--- config.mk ---
export PLATFORM = sky130hd
export DESIGN_NAME = boot_image_check
export DESIGN_NICKNAME = d
export VERILOG_FILES = /design/src/rtl/boot_chk_pkg.sv /design/src/rtl/boot_sum_acc.sv /design/src/rtl/boot_trailer_det.sv /design/src/rtl/boot_image_check.sv
export SDC_FILE = /design/constraint.sdc
export NUM_CORES = 1
export LEC_CHECK = 0
export BUFFER_PORTS_ARGS = -buffer_cell sky130_fd_sc_hd__buf_2
export CAP_MARGIN = 20
export CORE_UTILIZATION = 61
export CTS_CLUSTER_DIAMETER = 50
export DETAILED_ROUTE_END_ITERATION = 7
export PLACE_DENSITY_LB_ADDON = 0.05
export SYNTH_ARGS = -nofsm -noshare
export SYNTH_HDL_FRONTEND = slang
export SYNTH_SLANG_ARGS = --single-unit
--- constraint.sdc ---
create_clock -name clk_i -period 3 [get_ports clk_i]
set_input_delay 0.3 -clock clk_i [delete_from_list [all_inputs] [get_ports clk_i]]
set_output_delay 0.3 -clock clk_i [all_outputs]
set_load 0.02 [all_outputs]
--- src/rtl/boot_chk_pkg.sv ---
package boot_chk_pkg;
  localparam logic [7:0] SIG_FIRST = 8'hA5;
  localparam logic [7:0] SIG_LAST  = 8'h5A;
  localparam logic [7:0] OFF_CKSUM = 8'hFC;
  localparam logic [7:0] OFF_COUNT = 8'hFD;
  localparam logic [7:0] OFF_SIG0  = 8'hFE;
  localparam logic [7:0] OFF_SIG1  = 8'hFF;

  typedef enum logic {
    ST_SCAN,
    ST_HOLD
  } chk_state_e;
endpackage

--- src/rtl/boot_sum_acc.sv ---
module boot_sum_acc
  import boot_chk_pkg::*;
#(
  parameter int DATA_W = 8
) (
  input  logic              clk_i,
  input  logic              rst_ni,
  input  logic              clear_i,
  input  logic              take_i,
  input  logic [7:0]        offset_i,
  input  logic [DATA_W-1:0] byte_i,
  output logic [DATA_W-1:0] snap_o
);
  logic [DATA_W-1:0] sum_q, snap_q;

  always_ff @(posedge clk_i or negedge rst_ni) begin
    if (!rst_ni) begin
      sum_q  <= '0;
      snap_q <= '0;
    end else if (clear_i) begin
      sum_q  <= '0;
      snap_q <= '0;
    end else if (take_i) begin
      sum_q <= sum_q + byte_i;
      // freeze the sum of everything before the checksum slot
      if (offset_i == OFF_CKSUM) snap_q <= sum_q;
    end
  end

  assign snap_o = snap_q;

  p_clear_zero_r10: assert property (@(posedge clk_i) disable iff (!rst_ni)
    clear_i |=> (sum_q == '0 && snap_q == '0));
endmodule

--- src/rtl/boot_trailer_det.sv ---
module boot_trailer_det
  import boot_chk_pkg::*;
#(
  parameter int SEC_W = 7
) (
  input  logic             clk_i,
  input  logic             rst_ni,
  input  logic             clear_i,
  input  logic             take_i,
  input  logic [7:0]       offset_i,
  input  logic [7:0]       byte_i,
  input  logic [SEC_W-1:0] sector_i,
  input  logic [7:0]       snap_i,
  output logic             sec_end_o,
  output logic             hit_o,
  output logic             ck_ok_o
);
  logic [7:0] ck_q, cnt_q, sig0_q;
  logic [8:0] want_cnt;

  always_ff @(posedge clk_i or negedge rst_ni) begin
    if (!rst_ni) begin
      ck_q   <= '0;
      cnt_q  <= '0;
      sig0_q <= '0;
    end else if (clear_i) begin
      ck_q   <= '0;
      cnt_q  <= '0;
      sig0_q <= '0;
    end else if (take_i) begin
      if (offset_i == OFF_CKSUM) ck_q   <= byte_i;
      if (offset_i == OFF_COUNT) cnt_q  <= byte_i;
      if (offset_i == OFF_SIG0)  sig0_q <= byte_i;
    end
  end

  assign want_cnt  = 9'(sector_i) + 9'd1;
  assign sec_end_o = take_i && (offset_i == OFF_SIG1);
  assign hit_o     = sec_end_o && (sig0_q == SIG_FIRST) && (byte_i == SIG_LAST)
                     && ({1'b0, cnt_q} == want_cnt);
  assign ck_ok_o   = (ck_q == snap_i);
endmodule

--- src/rtl/boot_image_check.sv ---
module boot_image_check
  import boot_chk_pkg::*;
#(
  parameter int MAX_SECTORS = 127,
  localparam int SEC_W = $clog2(MAX_SECTORS + 1)
) (
  input  logic             clk_i,
  input  logic             rst_ni,
  input  logic             clear_i,
  input  logic             byte_valid_i,
  input  logic [7:0]       byte_i,
  input  logic [SEC_W-1:0] sector_i,
  input  logic [7:0]       offset_i,
  output logic             done_o,
  output logic             pass_o,
  output logic             cpu_run_o,
  output logic             gpio_free_o
);
  chk_state_e state_q;
  logic       take, sec_end, hit, ck_ok, limit, done_q, pass_q;
  logic [7:0] snap;

  assign take  = byte_valid_i && !clear_i && (state_q == ST_SCAN);
  assign limit = ({1'b0, sector_i} >= (SEC_W + 1)'(MAX_SECTORS - 1));

  boot_sum_acc #(.DATA_W(8)) i_sum (
    .clk_i, .rst_ni, .clear_i, .take_i(take), .offset_i, .byte_i, .snap_o(snap)
  );

  boot_trailer_det #(.SEC_W(SEC_W)) i_trl (
    .clk_i, .rst_ni, .clear_i, .take_i(take), .offset_i, .byte_i, .sector_i,
    .snap_i(snap), .sec_end_o(sec_end), .hit_o(hit), .ck_ok_o(ck_ok)
  );

  always_ff @(posedge clk_i or negedge rst_ni) begin
    if (!rst_ni) begin
      state_q <= ST_SCAN;
      done_q  <= 1'b0;
      pass_q  <= 1'b0;
    end else if (clear_i) begin
      state_q <= ST_SCAN;
      done_q  <= 1'b0;
      pass_q  <= 1'b0;
    end else begin
      done_q <= 1'b0;
      if (sec_end && (hit || limit)) begin
        state_q <= ST_HOLD;
        done_q  <= 1'b1;
        pass_q  <= hit && ck_ok;
      end
    end
  end

  assign done_o      = done_q;
  assign pass_o      = pass_q;
  assign cpu_run_o   = pass_q;
  assign gpio_free_o = pass_q;

  p_done_pulse_r6: assert property (@(posedge clk_i) disable iff (!rst_ni)
    done_o |=> !done_o);
  p_done_after_ff_r6: assert property (@(posedge clk_i) disable iff (!rst_ni)
    $rose(done_o) |-> $past(byte_valid_i && !clear_i && offset_i == OFF_SIG1));
  p_hold_frozen_r9: assert property (@(posedge clk_i) disable iff (!rst_ni)
    (state_q == ST_HOLD && !clear_i) |=> ($stable(pass_o) && !done_o));
  p_clear_outputs_r10: assert property (@(posedge clk_i) disable iff (!rst_ni)
    clear_i |=> (!done_o && !pass_o && !cpu_run_o));
endmodule

Yosys cells after proc, flatten, opt, wreduce, memory -nomap -nowiden

Cells that the tools add are included.

Register bits after elaboration: 43
Input bits: 27
Output and inout port bits: 4
Word-level logic and storage cells: 58

Add/sub/neg operators: 2
$lt $le $gt $ge: 1
Eq/ne operators: 8
Multiplexer cells: 20
Bitwise logic cells: 1
Reductions and logical operators: 18

Operators by type and width:

| cell                  | count |
|---|---|
| $mux W8               | 14 |
| $eq A8 B8 Y1 const B  | 5 |
| $reduce_bool A2 Y1    | 5 |
| $eq A8 B9 Y1          | 1 |
| $add A7 B1 Y8 const B | 1 |
| $add A8 B8 Y8         | 1 |
| $eq A8 B7 Y1 const B  | 1 |
| $eq A8 B8 Y1          | 1 |
| $logic_and A1 B1 Y1   | 8 |
| $ge A7 B7 Y1 const B  | 1 |
| $mux W1               | 6 |
| $reduce_and A2 Y1     | 3 |
| $logic_not A1 Y1      | 1 |
| $logic_or A1 B1 Y1    | 1 |
| $not A1 Y1            | 1 |

Longest topological paths before layout

Depth in word-level cells: 11
Mapped depth: 8

By module

Synthesis repeated with hierarchy kept, for this count alone.

Cell total of the unflattened synthesis: 235
Area, all modules: 2,507.4 um2

By module, submodules not included:

| module           | times used | cells each | area each (um2) |
|---|---|---|---|
| boot_trailer_det | 1          | 127        | 1,353.8 |
| boot_sum_acc     | 1          | 91         | 978.4 |
| boot_image_check | 1          | 17         | 175.2 |

Least setup slack after synthesis

No wires, ideal clock.

Path kind: register -> register
From: register i_sum.sum_q[0]
To: register i_sum.sum_q[6]
Library setup time: 0.126 ns
Arrival time: 1.867 ns
Data required time: 2.874 ns
Setup slack: 1.007 ns
Cell stages (with the launch flop): 9
Path through: dfrtp_1 > ha_1 > fa_1 > a21o_1 > a21oi_1 > o21bai_1 > a21oi_1 > nor4_1 > a221o_1

Cells in the longest elaborated chain, start to end: 3

RTL lines:

| item                   | RTL line           | RTL |
|---|---|---|
| from (decl)            | boot_sum_acc.sv:14 | `logic [DATA_W-1:0] sum_q, snap_q;` |
| from (signal assigned) | boot_sum_acc.sv:24 | `sum_q <= sum_q + byte_i;` |
| $add A8 B8 Y8          | boot_sum_acc.sv:24 |  |
| $mux W8                | boot_sum_acc.sv:23 | `end else if (take_i) begin` |
| $mux W8                | boot_sum_acc.sv:20 | `end else if (clear_i) begin` |

No other way between the ends. The select of a mux whose other input is x is not followed.
A chain may end at the register's enable or synchronous reset.

Worst setup path after layout

Same ends and word-level chain as after synthesis.

==> impl_metrics.py <==
metrics = {
    "outcome": {
        "outcome": "finished, final reports clean",
    },
    "power": {
        "power.total_uw": 1160,
        "leakage_uw": 0.00133,
        "p_per_area_mw_per_mm2": 423,
        "peakVddDrop_uv": 484,
    },
    "clock_tree": {
        "cts_tree": "yes",
        "cts_root_buf": "clkbuf_8",
        "cts_setup_buffers": 0,
        "postCtsHoldBufs": 0,
        "cts.htree.levels": 2,
        "clockBufferDepth": 2,
        "cts_resized": 0,
        "cts_sinks": 43,
        "cts_buffers": 5,
        "clock_latency_ns": 0.30,
        "path_clk_slew_ns": 0.09,
    },
    "drt": {
        "wl_um": 5320,
        "avgViaCountPerCell": 5.84,
        "final_antenna_net_count": 0,
        "drtIter0Drc": 140,
        "drtPass1Iterations": 4,
        "wl_per_cell_um": 16.2,
        "num_vias": 1921,
        "drc_errors": 0,
    },
    "logic_synthesis": {
        "synth.avg_cell_area_um2": 9.80,
        "syn-num-nets": 290,
        "synth_area_mm2": 0.00248,
        "ys_seq_area_share_pct": 43.4,
        "synth_seq_cells": 43,
        "ys_warn_count": 0,
        "netlist_instances": 253,
        "yosysUniqueCellTypes": 44,
    },
    "flow_run": {
        "drv_cap": 0,
    },
    "finish": {
        "seqCellArea_mm2": 0.00108,
        "mostFrequentLayoutCells": "dfrtp_1, buf_2, nor2_1",
        "fillers": 293,
        "area_growth_pct": 10.6,
        "num-nets-final": 317,
        "drive_gt1_share_pct": 16.0,
        "multi_input_area_mm2": 0.00132,
        "final_common_cell": "dfrtp_1",
        "antenna_cells": 0,
    },
    "setup_path": {
        "cpMostUsedCell": "a21oi_1",
        "rr_startpoint": "i_sum.sum_q[0]",
        "critPathTopFamily": "compound AO/OA/AOI/OAI gates",
        "cp_slowest_cell": "dfrtp_1",
        "path_cells": "ha_1, fa_1, a21o_1, a21oi_1, o21bai_1, a21oi_1, nor4_1, a221o_1",
        "crit_type": "reg -> reg",
        "crit_end": "i_sum.sum_q[6]",
        "r2r_end": "i_sum.sum_q[6]",
        "path_buf_inv": 0,
        "cp_max_fo": 3,
        "cp-start-kind": "flip-flop",
        "crit_cells": 8,
        "slowest_delay_ns": 0.41,
        "worst_setup_path_end_kind": "flip-flop",
        "cp.arrival_ns": 2.33,
        "cp.required_ns": 3.19,
        "startpoint": "i_sum.sum_q[0]",
        "r2r_slack_ns": 0.86,
        "reg2reg_depth": 8,
    },
    "die": {
        "io_pins": 31,
        "die_w_um": 65.8,
        "die_area_mm2": 0.00432,
        "die_h_um": 65.8,
        "start_util_pct": 65.8,
        "rows": 22,
        "coreArea_mm2": 0.00377,
    },
    "global_routing": {
        "grt_pass1_vias": 1839,
        "grt_pass1_wl_um": 8890,
        "track_usage_pct": 28.1,
        "grt_max_degree": 48,
        "antenna_found_initial": 0,
        "overflow": 0,
    },
    "sta": {
        "finalClockSkew_ns": 0.00796,
        "fmax_mhz": 467,
        "finalMaxSlewViolations": 0,
        "min_period_over_period_pct": 71.5,
        "relSlewSlack_pct": 37.5,
        "setup_viol": 0,
        "hold_viol_final": 0,
        "timing.hold.ws_ns": 0.145,
        "tightest_slew_ns": 0.937,
        "timing.final.crit_period_ns": 2.14,
        "fin_tns_setup_ns": 0,
        "grt_setup_unrepaired": "false",
    },
    "placed_design": {
        "hpwl_um": 3860,
        "place.gp.congestion": 0.853,
        "port_buffers": 30,
    },
    "worst_hold_path": {
        "hold_class": "in -> async",
    },
}
[layout make-up]
cell class              count  share of cell area, %
well taps                  48                   2.19
flip-flops and latches     43                   39.2
clock inverters             3                  0.867
clock buffers               5                   2.51
repair buffers             33                   6.30
multi-input cells         191                   48.1
inverters                   6                  0.821
[worst min path at each step]
| stage | slack, ns | end | startpoint | cells after the start |
|---|---|---|---|---|
| 2_1_floorplan | 0.004 | cpu_run_o | rst_ni | 0 |
| 3_3_place_gp | 0.49 | i_trl.sig0_q[5] | i_trl.sig0_q[5] | 2 |
| 4_1_cts | 0.17 | i_trl.cnt_q[6] | rst_ni | 1 |
| 5_1_grt | 0.23 | i_trl.cnt_q[6] | rst_ni | 1 |
| 3_5_place_dp | 0.50 | i_trl.cnt_q[2] | rst_ni | 1 |
| 6_report | 0.15 | i_trl.cnt_q[4] | rst_ni | 1 |
[cells by family after synthesis]
family / after synthesis / synth area share, %
simple gates: 100 / 21.0
flops: 43 / 43.4
compound gates: 35 / 9.03
mux: 25 / 10.1
xor+xnor: 21 / 7.42
buf+inv: 19 / 3.68
fa+ha+maj: 10 / 5.35
[sequential cells by signal, indices dropped and copies added, names as in the netlist]
register,count
i_trl.sig0_q,8
i_trl.ck_q,8
i_trl.cnt_q,8
i_sum.sum_q,8
state_q,1
i_sum.snap_o,8
done_o,1
cpu_run_o,1
[report_power, final]
group / switching (uW) / total (uW) / internal, uW
Combinational: 103 / 173 / 69.4
Clock: 214 / 381 / 167
Sequential: 14.1 / 605 / 591
[per-stage QoR]
stage	setup slack, ns	instances	area, um^2	util, %
6_report	0.856	329	2740	72.7
5_1_grt	0.722	329	2740	72.7
4_1_cts	0.859	329	2740	72.7
3_5_place_dp	0.806	321	2650	70.3
3_3_place_gp	0.853	321	2650	70.3
2_1_floorplan	1.01	253	2480	-
[synth_stat cells, drive strengths merged]
| master | n | area (um^2) |
|---|---|---|
| a211oi | 1 | 7.51 |
| a21o | 2 | 15.0 |
| a21oi | 17 | 85.1 |
| a221o | 1 | 10.0 |
| a221oi | 1 | 8.76 |
| a31oi | 1 | 6.26 |
| a41oi | 1 | 8.76 |
| and2 | 1 | 6.26 |
| and3 | 1 | 6.26 |
| and4 | 2 | 17.5 |
| buf | 7 | 46.3 |
| clkbuf | 6 | 22.5 |
| dfrtp | 43 | 1080 |
| fa | 1 | 20.0 |
| ha | 9 | 113 |
| inv | 6 | 22.5 |
| mux2i | 25 | 250 |
| nand2 | 20 | 75.1 |
| nand2b | 3 | 18.8 |
| nand3 | 16 | 85.1 |
| nand3b | 1 | 7.51 |
| nand4 | 4 | 25.0 |
| nand4b | 2 | 17.5 |
| nand4bb | 1 | 11.3 |
| nor2 | 28 | 105 |
| nor2b | 5 | 31.3 |
| nor3 | 6 | 41.3 |
| nor3b | 2 | 15.0 |
| nor4 | 3 | 18.8 |
| nor4b | 2 | 17.5 |
| nor4bb | 1 | 10.0 |
| o2111ai | 2 | 17.5 |
| o211ai | 1 | 7.51 |
| o21ai | 4 | 20.0 |
| o21ba | 1 | 10.0 |
| o21bai | 2 | 15.0 |
| o31ai | 1 | 12.5 |
| or3 | 2 | 12.5 |
| xnor2 | 16 | 140 |
| xor2 | 5 | 43.8 |
[metal layers]
layer	routed length [um]	track usage, %
met5	0	0
met3	277	4.17
met4	56	6.52
met2	2420	43.2
met1	2570	41.7
Note: power is estimated with default switching activity, not from simulation.
